**src/rtl/ext_wait_ctrl.sv**
```systemverilog
module ext_wait_ctrl #(
  parameter int AW = 16,
  parameter int NB = 4,
  parameter int CW = (AW > 11) ? AW : 11
) (
  input  logic                    clk,
  input  logic                    rst_n,
  input  logic                    cfg_we,
  input  logic [$clog2(NB)+1:0]   cfg_sel,
  input  logic [CW-1:0]           cfg_wdata,
  input  logic                    req_valid,
  input  logic                    req_we,
  input  logic [AW-1:0]           req_addr,
  input  logic [15:0]             req_wdata,
  output logic                    req_ready,
  output logic [15:0]             req_rdata,
  output logic                    req_err,
  output logic                    io_ce,
  output logic [NB-1:0]           ext_sel,
  output logic [AW:0]             ext_addr,
  output logic                    ext_rd,
  output logic                    ext_wr,
  output logic [15:0]             ext_dout,
  output logic                    ext_doe,
  input  logic [15:0]             ext_din,
  input  logic                    ext_ack
);
  localparam int BW = $clog2(NB);

  typedef enum logic [1:0] {S_IDLE, S_ARM, S_STRB} st_t;

  logic [10:0]   ctrl_q [NB];
  logic [AW-1:0] lo_q   [NB];
  logic [AW-1:0] hi_q   [NB];
  logic [2:0]    div_q;

  logic [BW-1:0] cfg_bank;
  logic [1:0]    cfg_reg;
  assign cfg_bank = cfg_sel[BW+1:2];
  assign cfg_reg  = cfg_sel[1:0];

  always_ff @(posedge clk or negedge rst_n) begin
    if (!rst_n) begin
      div_q <= '0;
      for (int i = 0; i < NB; i++) begin
        ctrl_q[i] <= '0;
        lo_q[i]   <= '1;
        hi_q[i]   <= '0;
      end
    end else if (cfg_we) begin
      case (cfg_reg)
        2'd0:    ctrl_q[cfg_bank] <= cfg_wdata[10:0];
        2'd1:    lo_q[cfg_bank]   <= cfg_wdata[AW-1:0];
        2'd2:    hi_q[cfg_bank]   <= cfg_wdata[AW-1:0];
        default: div_q            <= cfg_wdata[2:0];
      endcase
    end
  end

  logic          hit;
  logic [BW-1:0] hit_idx;
  always_comb begin
    hit     = 1'b0;
    hit_idx = '0;
    for (int i = NB-1; i >= 0; i--) begin
      if (req_addr >= lo_q[i] && req_addr <= hi_q[i]) begin
        hit     = 1'b1;
        hit_idx = BW'(i);
      end
    end
  end

  logic [4:0] div_cnt, div_top;
  always_comb begin
    case (div_q)
      3'd0:    div_top = 5'd0;
      3'd1:    div_top = 5'd1;
      3'd2:    div_top = 5'd3;
      3'd3:    div_top = 5'd15;
      default: div_top = 5'd31;
    endcase
  end

  always_ff @(posedge clk or negedge rst_n) begin
    if (!rst_n)              div_cnt <= '0;
    else if (div_cnt == '0)  div_cnt <= div_top;
    else                     div_cnt <= div_cnt - 5'd1;
  end
  assign io_ce = (div_cnt == '0);

  logic ack_m, ack_s;
  always_ff @(posedge clk or negedge rst_n) begin
    if (!rst_n) begin
      ack_m <= 1'b0;
      ack_s <= 1'b0;
    end else begin
      ack_m <= ext_ack;
      ack_s <= ack_m;
    end
  end

  st_t           st;
  logic [BW-1:0] cur_bank;
  logic [10:0]   cur_ctrl;
  logic          cur_we, byte_q;
  logic [AW-1:0] cur_addr;
  logic [15:0]   cur_wdata, rdata_q;
  logic [2:0]    cnt_q;
  logic          ready_q, err_q;

  logic [1:0] mode;
  logic       bus8, rd_pol, wr_pol, expired, done, last;
  assign mode    = cur_ctrl[7:6];
  assign bus8    = cur_ctrl[8];
  assign rd_pol  = cur_ctrl[9];
  assign wr_pol  = cur_ctrl[10];
  assign expired = (cnt_q == '0);
  assign last    = !bus8 || byte_q;

  always_comb begin
    case (mode)
      2'd0:    done = expired;
      2'd1:    done = ack_s;
      2'd2:    done = expired && ack_s;
      default: done = expired || ack_s;
    endcase
  end

  always_ff @(posedge clk or negedge rst_n) begin
    if (!rst_n) begin
      st        <= S_IDLE;
      cur_bank  <= '0;
      cur_ctrl  <= '0;
      cur_we    <= 1'b0;
      byte_q    <= 1'b0;
      cur_addr  <= '0;
      cur_wdata <= '0;
      rdata_q   <= '0;
      cnt_q     <= '0;
      ready_q   <= 1'b0;
      err_q     <= 1'b0;
    end else begin
      ready_q <= 1'b0;
      case (st)
        S_IDLE: begin
          if (req_valid && !ready_q) begin
            if (hit) begin
              st        <= S_ARM;
              cur_bank  <= hit_idx;
              cur_ctrl  <= ctrl_q[hit_idx];
              cur_we    <= req_we;
              cur_addr  <= req_addr;
              cur_wdata <= req_wdata;
              byte_q    <= 1'b0;
              rdata_q   <= '0;
            end else begin
              ready_q <= 1'b1;
              err_q   <= 1'b1;
              rdata_q <= '0;
            end
          end
        end
        S_ARM: begin
          if (io_ce) begin
            st    <= S_STRB;
            cnt_q <= cur_we ? cur_ctrl[5:3] : cur_ctrl[2:0];
          end
        end
        default: begin
          if (io_ce) begin
            if (done) begin
              if (!cur_we) begin
                if (!bus8)       rdata_q        <= ext_din;
                else if (byte_q) rdata_q[15:8] <= ext_din[7:0];
                else             rdata_q[7:0]  <= ext_din[7:0];
              end
              if (last) begin
                st      <= S_IDLE;
                ready_q <= 1'b1;
                err_q   <= 1'b0;
              end else begin
                byte_q <= 1'b1;
                st     <= S_ARM;
              end
            end else if (!expired) begin
              cnt_q <= cnt_q - 3'd1;
            end
          end
        end
      endcase
    end
  end

  logic busy, rd_act, wr_act;
  assign busy   = (st != S_IDLE);
  assign rd_act = (st == S_STRB) && !cur_we;
  assign wr_act = (st == S_STRB) && cur_we;

  for (genvar g = 0; g < NB; g++) begin : g_sel
    assign ext_sel[g] = busy && (cur_bank == BW'(g));
  end

  assign ext_rd    = rd_pol ? rd_act : !rd_act;
  assign ext_wr    = wr_pol ? wr_act : !wr_act;
  assign ext_addr  = bus8 ? {cur_addr, byte_q} : {1'b0, cur_addr};
  assign ext_dout  = bus8 ? {8'h00, (byte_q ? cur_wdata[15:8] : cur_wdata[7:0])} : cur_wdata;
  assign ext_doe   = busy && cur_we;
  assign req_ready = ready_q;
  assign req_rdata = rdata_q;
  assign req_err   = err_q;
endmodule

```
**config.mk**
```make
export PLATFORM = sky130hd
export DESIGN_NAME = ext_wait_ctrl
export DESIGN_NICKNAME = d
export VERILOG_FILES = /design/src/rtl/ext_wait_ctrl.sv
export SDC_FILE = /design/constraint.sdc
export NUM_CORES = 1
export LEC_CHECK = 0
export CORE_MARGIN = 3
export CORE_UTILIZATION = 38
export CTS_CLUSTER_SIZE = 20
export DETAILED_ROUTE_END_ITERATION = 16
export SETUP_SLACK_MARGIN = 0.1
export SYNTH_ARGS = -nofsm -noshare
export SYNTH_HDL_FRONTEND = slang
export SYNTH_SLANG_ARGS = --single-unit
```
**constraint.sdc**
```tcl
create_clock -name clk -period 5.4 [get_ports clk]
set_input_delay 0.54 -clock clk [delete_from_list [all_inputs] [get_ports clk]]
set_output_delay 0.54 -clock clk [all_outputs]
set_load 0.01 [all_outputs]
```
==> results summary <==
For this design the top-level I/O count stands at ~130. From bottom edge to top edge, the die measures between 150 and 200 um. For the finished layout, the period the worst path requires is a little under 4 ns.

The number of enable-type register cells in the synthesized netlist is 0. The initial core utilization came out at 0.391. The clock passes through at most 3 buffers. The initial antenna violation count came to 0. At the end of routability-driven placement, the weighted congestion stood at about 0.83. The number of register bits inferred by synthesis is 252.

The first global-routing pass estimated around 59 mm of wire. The total number of vias came out at between 10000 and 15000. At the pin with the least slew margin, the transition time is 1.21 ns.

The number of nets in the final layout is between 1500 and 2000. The multi-input logic area came out at between 0.006 and 0.007 mm2. At the worst endpoint, the arrival time is approximately 4.4 ns. CTS saw about 250 sinks. The worst setup path is of the input port to flop kind. The sequential standard cell area is approximately 0.0064 mm2.

The post-synth net total came out at approximately 1600. The ratio of final minimum period to clock period is 0.719. The total power consumption of the routed design is 7.73 mW. The data required time at the worst endpoint came out at between 5 and 6 ns. The final setup skew came out at about 0.021 ns. In this run the worst hold path is classified as input port to asynchronous set/reset pin.

Summed over all layers, the routed wires come to between 30 and 40 mm. The Yosys warning count is 0. The diode insertion count for antenna repair is 0. Once detail routing completed, the nets flagged for antenna violations numbered 0. The number of placement rows is between 60 and 70.

The clock-pin slew on the worst setup and hold paths is ~0.06 ns. The count of TritonRoute iterations in the first routing pass is 4. The number of pins exceeding their max-slew limit in the final report is 0. For this run, the total global-route usage over all layers was measured as 0.192. The slack of the critical path is 1.52 ns. The number of gates resized after CTS came out at 0.

The library cell used most frequently in the layout, excluding fill and tap cells, is sky130_fd_sc_hd__nand2_1. The analysis attributes to cell leakage a power of 7.51 nW. The number of endpoints with negative hold slack in the final report came to 0. After the first detailed-routing iteration, the DRC count stood at approximately 540. Using the TritonRoute via totals, the vias-per-cell ratio works out to about 5.2. The worst slack at placement came out at between 1 and 1.5 ns. The signed area change from the synthesized netlist to the final layout came out at 20.7%. The total core area came out at between 0.03 and 0.04 mm2. VDD sags by at most about 0.27 mV. In this run, post-CTS hold repair placed 0 buffers. The area of the die came out at ~0.038 mm2. The top cell types in the final layout, fill and taps aside, are 235 x sky130_fd_sc_hd__nand2_1, 188 x sky130_fd_sc_hd__dfrtp_1, 150 x sky130_fd_sc_hd__inv_1, 131 x sky130_fd_sc_hd__ha_1, 131 x sky130_fd_sc_hd__clkdlybuf4s50_1.

The cell count after synthesis came out at between 1000 and 1500. The buffer type at the clock tree root is sky130_fd_sc_hd__clkbuf_16. The via count of the first global-routing pass is around 10000. The peak clock frequency supported by timing is between 200 and 300 MHz.

The sort of element at the end of the critical path is a flop. After routing, the total negative slack on setup checks comes to 0 ns. The per-cell routed wire length came out at 18.8 um. The count of port buffers added during placement is ~130.

The fill cell instance count of the final layout is between 3000 and 4000. The sequential fraction of the synthesis area is 0.466. TritonCTS created 29 clock buffers. Clock latency on the worst-skew pair, taken at its later pin, is around 0.55 ns. The clock tree from TritonCTS is done. The top fanout value on the critical path is 18. Setup repair after global routing left no endpoint under its margin. Global routing finished with a remaining overflow of 0. In this run the horizontal extent of the chip is between 150 and 200 um.

Synthesis instantiated 64 different standard cells from the library. Setup violations remaining at the end of the flow were counted as 0. The total power density per cell area is 468 mW/mm2. The count of max-cap constraint violations is 0. Of the cells placed in the final design, the portion with a size suffix greater than 1 is 0.181. In this run the number of H-tree levels came out at 1. In the synthesized netlist the async set-or-reset flop fraction comes to 1.00.

A synthesized cell averages 9.87 um2. The pin count of the biggest net entering global routing came out at 130. In the routed design, unresolved DRC markers number 0. The worst setup path is launched from an input port. Measured against its own limit, the worst slew margin works out to 0.195.

Among all flip-flop cells after synthesis, the most frequent one is sky130_fd_sc_hd__dfrtp_1. The detailed-placement wirelength estimate is 26.0 mm. The number of setup buffers added after CTS is 0.

The netlist area before placement came out at around 0.014 mm2. The run finished with clean final reports.
## area by class of cell
class	instances	share of cell area
inverter	151	0.0343
timing repair buffer	142	0.0855
multi-input combinational	919	0.393
sequential	252	0.386
clock buffer	34	0.0480
clock inverter	20	0.0191
tap	455	0.0344
## stage by stage
step | instance area, um2 | hold WS (ns) | utilization | cells
global placement | 15400 | 0.352 | 0.440 | 1919
detailed placement | 15400 | 0.335 | 0.440 | 1919
floorplan | 13700 | 0.244 | - | 1389
CTS | 16500 | 0.153 | 0.472 | 1973
global route | 16500 | 0.187 | 0.472 | 1973
finish | 16500 | 0.0852 | 0.472 | 1973
## cells by family (layout without fill, tap and decap cells)
logic type | count (synthesis) | after routing | share of synthesized area
fa+ha+maj | 131 | 131 | 0.120
buf+inv | 218 | 347 | 0.0616
flops | 252 | 252 | 0.466
xor+xnor | 6 | 6 | 0.00383
compound gates | 263 | 263 | 0.116
mux | 130 | 130 | 0.107
simple gates | 389 | 389 | 0.126
## flip-flops by register name (all words and copies together), names as in the netlist, 5 cells and up
register / cells
cur_addr: 16
hi_q: 64
cur_wdata: 16
lo_q: 64
req_rdata: 16
div_cnt: 5
cur_ctrl: 11
ctrl_q: 44
## worst max-delay path: stages
cell and delay [ns]:
sky130_fd_sc_hd__clkdlybuf4s50_1 0.85, sky130_fd_sc_hd__ha_1 0.37, sky130_fd_sc_hd__a21oi_1 0.15, sky130_fd_sc_hd__o21ai_0 0.10, sky130_fd_sc_hd__a221oi_1 0.48, sky130_fd_sc_hd__nor2_1 0.10, sky130_fd_sc_hd__a211oi_2 0.49, sky130_fd_sc_hd__a21oi_1 0.17
sky130_fd_sc_hd__a31oi_4 0.37, sky130_fd_sc_hd__buf_4 0.32, sky130_fd_sc_hd__buf_4 0.25, sky130_fd_sc_hd__nand2_1 0.08, sky130_fd_sc_hd__nand2_1 0.06
## path summary, 6_finish.rpt
check,start,slack (ns),depth (start not counted),end
max,req_addr[11],1.52,13,cur_wdata[15]
min,rst_n,0.09,1,cur_wdata[10]
max reg2reg,lo_q[61],1.97,13,cur_wdata[15]
min reg2reg,ack_m,0.35,0,ack_s
max in group asynchronous,rst_n,4.05,2,hi_q[56]
min in group clk,ack_m,0.35,0,ack_s
## report_power, final
part | internal, mW | total (mW) | switching [mW]
sequential | 2.53 | 2.83 | 0.303
clock | 1.43 | 2.25 | 0.812
combinational | 1.27 | 2.66 | 1.39
total | 5.23 | 7.73 | 2.51
## cells in the mapped netlist (all sizes together), types with 4 or more instances
library cell  count  share of area
a211oi            8         0.0047
mux2            128           0.11
dfrtp           188           0.34
nor2             41          0.011
xnor2             4         0.0026
o211ai            8         0.0044
nand4            19         0.0087
dfstp            64           0.12
nand2b           11         0.0050
inv             150          0.041
o221ai           11         0.0070
a21oi            55          0.020
nand3            29          0.011
a221oi            5         0.0045
nor2b            16         0.0073
a21o             13         0.0071
and4              4         0.0026
nand2           236          0.065
buf              11         0.0049
nand3b            4         0.0022
nor3             10         0.0045
o21ai           141          0.052
clkbuf           56          0.015
ha              131           0.12
## routing by layer
metal	track usage	up-vias	wire, um
met5	0	-	0
met4	0.0560	0	1100
met3	0.0261	54	1900
met2	0.309	255	16600
met1	0.271	4984	17400
li1	-	4940	-
Note: power is estimated with default switching activity, not from simulation.
